===== config.mk =====
export PLATFORM = sky130hd
export DESIGN_NAME = pwm_dbuf_channel
export DESIGN_NICKNAME = d
export VERILOG_FILES = /design/src/rtl/pwm_dbuf_pkg.sv /design/src/rtl/pwm_dbuf_ctrl.sv /design/src/rtl/pwm_dbuf_counter.sv /design/src/rtl/pwm_dbuf_outgen.sv /design/src/rtl/pwm_dbuf_channel.sv
export SDC_FILE = /design/constraint.sdc
export NUM_CORES = 1
export LEC_CHECK = 0
export ABC_CLOCK_PERIOD_IN_PS = 4000
export BUFFER_PORTS_ARGS = -buffer_cell sky130_fd_sc_hd__buf_2
export CAP_MARGIN = 25
export CORE_ASPECT_RATIO = 1.5
export CORE_MARGIN = 3
export CORE_UTILIZATION = 28
export CTS_CLUSTER_SIZE = 24
export DETAILED_ROUTE_END_ITERATION = 7
export GPL_TIMING_DRIVEN = 1
export REMOVE_ABC_BUFFERS = 1
export SYNTH_ARGS = -nofsm -noshare
export SYNTH_HDL_FRONTEND = slang
export SYNTH_SLANG_ARGS = --single-unit
export TNS_END_PERCENT = 30

===== constraint.sdc =====
create_clock -name clk -period 4 [get_ports clk]
set_input_delay 1 -clock clk [delete_from_list [all_inputs] [get_ports clk]]
set_output_delay 1 -clock clk [all_outputs]
set_load 0.03 [all_outputs]

===== src/rtl/pwm_dbuf_pkg.sv =====
package pwm_dbuf_pkg;
    typedef enum logic [1:0] {
        ST_IDLE = 2'd0,
        ST_RUN  = 2'd1,
        ST_DONE = 2'd2
    } chan_state_e;
endpackage


===== src/rtl/pwm_dbuf_ctrl.sv =====
module pwm_dbuf_ctrl
    import pwm_dbuf_pkg::*;
(
    input  logic clk,
    input  logic rst_n,
    input  logic start,
    input  logic man_upd,
    input  logic tick_en,
    input  logic auto_rld,
    input  logic cnt_zero,
    output logic load_o,
    output logic dec_o,
    output logic hit_o,
    output logic running_o
);
    chan_state_e state_q, state_d;
    logic        step;

    // state register
    always_ff @(posedge clk or negedge rst_n) begin
        if (!rst_n) state_q <= ST_IDLE;
        else        state_q <= state_d;
    end

    assign step = (state_q == ST_RUN) && start && tick_en && !man_upd;

    // next state
    always_comb begin
        state_d = state_q;
        if (man_upd) begin
            state_d = start ? ST_RUN : ST_IDLE;
        end else begin
            unique case (state_q)
                ST_IDLE: if (start) state_d = ST_RUN;
                ST_RUN: begin
                    if (!start)
                        state_d = ST_IDLE;
                    else if (step && cnt_zero && !auto_rld)
                        state_d = ST_DONE;
                end
                ST_DONE: if (!start) state_d = ST_IDLE;
                default: state_d = ST_IDLE;
            endcase
        end
    end

    // outputs
    always_comb begin
        hit_o     = step && cnt_zero;
        dec_o     = step && !cnt_zero;
        load_o    = man_upd || (step && cnt_zero && auto_rld);
        running_o = (state_q == ST_RUN);
    end

    AST_DONE_FROM_RUN: assert property (@(posedge clk) disable iff (!rst_n)
        (state_q == ST_DONE && $past(state_q) != ST_DONE)
            |-> ($past(state_q) == ST_RUN && !$past(auto_rld))) else $error("done entry");
    AST_UPD_NO_STEP: assert property (@(posedge clk) disable iff (!rst_n)
        man_upd |-> !dec_o && !hit_o) else $error("step under update");
endmodule


===== src/rtl/pwm_dbuf_counter.sv =====
module pwm_dbuf_counter #(
    parameter int CNT_W = 32
) (
    input  logic             clk,
    input  logic             rst_n,
    input  logic             load_i,
    input  logic             dec_i,
    input  logic [CNT_W-1:0] cnt_buf_i,
    input  logic [CNT_W-1:0] cmp_buf_i,
    output logic [CNT_W-1:0] cnt_o,
    output logic [CNT_W-1:0] cmp_o,
    output logic             zero_o
);
    localparam logic [CNT_W-1:0] STEP_ONE = {{(CNT_W-1){1'b0}}, 1'b1};

    logic [CNT_W-1:0] cnt_q, cmp_q;

    always_ff @(posedge clk or negedge rst_n) begin
        if (!rst_n) begin
            cnt_q <= '0;
            cmp_q <= '0;
        end else if (load_i) begin
            cnt_q <= cnt_buf_i;
            cmp_q <= cmp_buf_i;
        end else if (dec_i) begin
            cnt_q <= cnt_q - STEP_ONE;
        end
    end

    assign cnt_o  = cnt_q;
    assign cmp_o  = cmp_q;
    assign zero_o = (cnt_q == '0);

    AST_LOAD_COPIES: assert property (@(posedge clk) disable iff (!rst_n)
        $past(load_i) |-> (cnt_q == $past(cnt_buf_i) && cmp_q == $past(cmp_buf_i))) else $error("load");
    AST_DEC_BY_ONE: assert property (@(posedge clk) disable iff (!rst_n)
        ($past(dec_i) && !$past(load_i)) |-> (cnt_q + STEP_ONE == $past(cnt_q))) else $error("dec");
    AST_HOLD_IDLE: assert property (@(posedge clk) disable iff (!rst_n)
        (!$past(dec_i) && !$past(load_i)) |-> ($stable(cnt_q) && $stable(cmp_q))) else $error("hold");
endmodule


===== src/rtl/pwm_dbuf_outgen.sv =====
module pwm_dbuf_outgen #(
    parameter int CNT_W = 32
) (
    input  logic             clk,
    input  logic             rst_n,
    input  logic             running_i,
    input  logic             invert_i,
    input  logic             hit_i,
    input  logic [CNT_W-1:0] cnt_i,
    input  logic [CNT_W-1:0] cmp_i,
    output logic             pwm_o,
    output logic             expire_o
);
    localparam logic [CNT_W-1:0] FULL_DUTY = {CNT_W{1'b1}};

    logic raw_level;
    logic expire_q;

    always_comb begin
        raw_level = running_i && (cnt_i <= cmp_i);
        pwm_o     = raw_level ^ invert_i;
    end

    always_ff @(posedge clk or negedge rst_n) begin
        if (!rst_n) expire_q <= 1'b0;
        else        expire_q <= hit_i;
    end

    assign expire_o = expire_q;

    AST_FULL_DUTY: assert property (@(posedge clk) disable iff (!rst_n)
        (running_i && cmp_i == FULL_DUTY) |-> (pwm_o != invert_i)) else $error("full duty");
    AST_STOP_LEVEL: assert property (@(posedge clk) disable iff (!rst_n)
        !running_i |-> (pwm_o == invert_i)) else $error("stop level");
    AST_EXPIRE_NEEDS_ZERO: assert property (@(posedge clk) disable iff (!rst_n)
        hit_i |-> (cnt_i == '0)) else $error("expiry");
endmodule


===== src/rtl/pwm_dbuf_channel.sv =====
module pwm_dbuf_channel
    import pwm_dbuf_pkg::*;
#(
    parameter int CNT_W = 32
) (
    input  logic             clk,
    input  logic             rst_n,
    input  logic             tick_en,
    input  logic             start,
    input  logic             man_upd,
    input  logic             auto_rld,
    input  logic             invert,
    input  logic [CNT_W-1:0] cnt_buf,
    input  logic [CNT_W-1:0] cmp_buf,
    output logic             pwm_out,
    output logic             expire
);
    logic             load_w, dec_w, hit_w, running_w, zero_w;
    logic [CNT_W-1:0] cnt_w, cmp_w;

    pwm_dbuf_ctrl u_ctrl (
        .clk      (clk),
        .rst_n    (rst_n),
        .start    (start),
        .man_upd  (man_upd),
        .tick_en  (tick_en),
        .auto_rld (auto_rld),
        .cnt_zero (zero_w),
        .load_o   (load_w),
        .dec_o    (dec_w),
        .hit_o    (hit_w),
        .running_o(running_w)
    );

    pwm_dbuf_counter #(.CNT_W(CNT_W)) u_cnt (
        .clk      (clk),
        .rst_n    (rst_n),
        .load_i   (load_w),
        .dec_i    (dec_w),
        .cnt_buf_i(cnt_buf),
        .cmp_buf_i(cmp_buf),
        .cnt_o    (cnt_w),
        .cmp_o    (cmp_w),
        .zero_o   (zero_w)
    );

    pwm_dbuf_outgen #(.CNT_W(CNT_W)) u_out (
        .clk      (clk),
        .rst_n    (rst_n),
        .running_i(running_w),
        .invert_i (invert),
        .hit_i    (hit_w),
        .cnt_i    (cnt_w),
        .cmp_i    (cmp_w),
        .pwm_o    (pwm_out),
        .expire_o (expire)
    );

    AST_EXPIRE_SINGLE: assert property (@(posedge clk) disable iff (!rst_n)
        (expire && !$past(auto_rld)) |=> !expire) else $error("pulse");
endmodule


==> results.toml <==
[floorplan]
io_pins = 73
core_area_sq_um = 14200
chipHeight_um = 154
die_w_um = 105
initial_core_util_pct = 28.9
dieArea_sq_um = 16200
core.rowCount = 53

[setup_path]
start_kind = "register"
crit_path_end_kind = "output pin"
crit_type = "register to output pin"
path_cells = "ha_1 > a21oi_1 > nand2_1 > a221o_1 > o31a_1 > or4_1 > nand3_1 > buf_2"
cp.arrival_ns = 2.83
critPathMaxStageDelay_ns = 0.48
worstPathMaxFanout = 5
worstPathRequired_ns = 3.00
cp_slowest_cell = "or4_1"

[timing]
fin_tns_setup_ns = 0
relSlewSlack_pct = 40.7
fmax_mhz = 261
finalCriticalPeriod_ns = 3.83
worst_slew_pin_slew_ns = 0.889
skew_ns = 0.00960
setup_viol = 0
grt_setup_unrepaired = "no"
finalCritPeriodShare_pct = 95.7
drv_slew = 0
hold_viol_final = 0

[status]
status = "completed"

[placement]
place_hpwl_mm = 8.99
postPlaceCellArea_sq_um = 4700
portBuffers = 72
globalplace.congestion = 0.856

[detailed_routing]
wl_per_cell_um = 15.7
drc = 0
dr.pass1.iters = 4
via_count = 3717
via_per_inst = 5.08
wl_mm = 11.5
drtAntennaViolNets = 0
drt_iter0_drc = 169

[power]
p_leak_nw = 2.23
ir_drop_v = 0.000189
power_density_nw_per_um2 = 381

[clock_network]
cts_tree = "built"
cts.sinks = 67
cts_root_buffer = "clkbuf_16"
insertion_delay_ns = 0.33
post_cts_buffers = 0
clock_path_buffers = 2
numCtsBuffers = 9
clkTransAtPathRegs_ns = 0.05
htreeDepth = 3

[global_routing]
grt_antenna_before_repair = 0
grt_usage_pct = 14.7
gr-total-overflow = 0
grt_pass1_wl_mm = 19.1
grt_max_degree = 40
grt_pass1_vias = 3908

[synthesis]
yosysSeqAreaShare_pct = 40.9
synthFlopType = "dfrtp_1"
synth_edf_count = 0
syn_area_sq_um = 4100
avgSynthCellArea_sq_um = 8.80
synth_seq_cells = 67
synthArstFlopShare_pct = 100
ys_types = 48
netlist_instances = 466
yosysWarnings = 0

[cells_and_area]
drive_above_1_share_pct = 18.9
diodes = 0
syn_to_final_growth_pct = 21.1
final_nets = 644
fin_area_sq_um = 4960

[min_path]
hold_path_class = "register to register"

[job]
cap_violations = 0
through the flow:
stage	worst slack, ns	utilization [%]	hold slack [ns]	instances	power, W
2_1_floorplan	0.105	-	0.485	446	0.00103
3_3_place_gp	0.567	33.1	0.509	721	0.00116
3_5_place_dp	0.527	33.1	0.508	721	0.00118
4_1_cts	0.157	34.9	0.520	732	0.00191
5_1_grt	0.0335	35.0	0.544	732	0.00200
6_report	0.170	35.0	0.513	732	0.00189
cells in the final DEF (no fill, tap or decap), types with 6 or more instances in the layout:
cell type / count
nand4_1: 9
a21oi_1: 23
ha_1: 33
o21ai_0: 58
a221o_1: 15
or3_1: 6
nor4_1: 8
nand3_1: 12
nor2_1: 28
clkbuf_16: 9
inv_1: 37
nor3_1: 19
a22oi_1: 6
buf_4: 10
buf_2: 72
dfrtp_1: 67
nand2_1: 55
final timing paths:
check                      cells past startpoint                     endpoint  slack, ns                   startpoint
max                                            8                      pwm_out       0.17  u_cnt.cnt_o[14]$_DFFE_PN0P_
min                                            1   u_cnt.cmp_o[0]$_DFFE_PN0P_       0.51   u_cnt.cmp_o[0]$_DFFE_PN0P_
max reg2reg                                    7   u_cnt.cnt_o[7]$_DFFE_PN0P_       0.77  u_cnt.cnt_o[28]$_DFFE_PN0P_
min reg2reg                                    1   u_cnt.cmp_o[0]$_DFFE_PN0P_       0.51   u_cnt.cmp_o[0]$_DFFE_PN0P_
max in group asynchronous                      2  u_cnt.cnt_o[13]$_DFFE_PN0P_       2.46                        rst_n
min in group asynchronous                      1  u_cnt.cmp_o[30]$_DFFE_PN0P_       0.78                        rst_n
sequential cells by signal (all words and copies together), names as in the netlist:
name and count:
u_cnt.cmp_o 32, u_cnt.cnt_o 32, u_ctrl.state_q 2, u_out.expire_o 1
power breakdown:
part	total (W)	switching [W]	internal (W)
combinational	0.000358	0.000203	0.000154
clock	0.000730	0.000266	0.000464
sequential	0.000805	0.0000619	0.000743
synth_stat cells, types with 5 or more instances:
| cell type | n | area, sq um |
|---|---|---|
| ha_1 | 33 | 413 |
| a221o_1 | 15 | 150 |
| o21ai_0 | 58 | 290 |
| nor3_1 | 19 | 95.1 |
| a22oi_1 | 6 | 45.0 |
| nand3_1 | 12 | 60.1 |
| clkbuf_1 | 11 | 41.3 |
| xnor2_1 | 5 | 43.8 |
| nor4_1 | 9 | 56.3 |
| buf_2 | 7 | 35.0 |
| nand4_1 | 9 | 56.3 |
| dfrtp_1 | 67 | 1680 |
| a21oi_1 | 23 | 115 |
| o211ai_1 | 5 | 37.5 |
| nor2_1 | 28 | 105 |
| nand2_1 | 55 | 206 |
| inv_1 | 37 | 139 |
| o21ai_1 | 5 | 25.0 |
| or3_1 | 6 | 37.5 |
final cells by class:
| class | count | area (sq um) |
|---|---|---|
| inverters | 37 | 139 |
| flip-flops and latches | 67 | 1680 |
| clock inverters | 1 | 30.0 |
| clock buffers | 10 | 229 |
| fillers | 1541 | 9230 |
| well taps | 192 | 240 |
| multi-input cells | 342 | 2190 |
| repair buffers | 83 | 455 |
kinds of logic after synthesis:
group | count (synthesis) | synth area share (%)
AND/OR/NAND/NOR | 165 | 20.1
AO/OA/AOI/OAI | 135 | 21.1
flip-flops | 67 | 40.9
buffers and inverters | 57 | 5.80
adder cells (fa/ha/maj) | 33 | 10.1
XOR/XNOR | 6 | 1.28
multiplexers | 3 | 0.763
critical path: cells and delay by family (launching register included):
family / cells / cell delay [ns]
compound gates: 3 / 0.84
fa+ha+maj: 1 / 0.34
buf+inv: 1 / 0.20
flops: 1 / 0.42
simple gates: 3 / 0.69
what timing repair did:
item / in CTS / in global routing
resized for setup: 0 / 1
hold buffers: 0 / 0
setup endpoints to repair: 0 / 1
metal layers:
metal | up-vias | part of all wire [%] | GRT usage (%)
met3 | 16 | 3.2 | 2.71
met1 | 1788 | 41 | 16.7
met5 | - | 0 | 0
met4 | 0 | 1.9 | 5.44
met2 | 77 | 54 | 27.1
li1 | 1836 | - | -
Note: power is estimated with default switching activity, not from simulation.
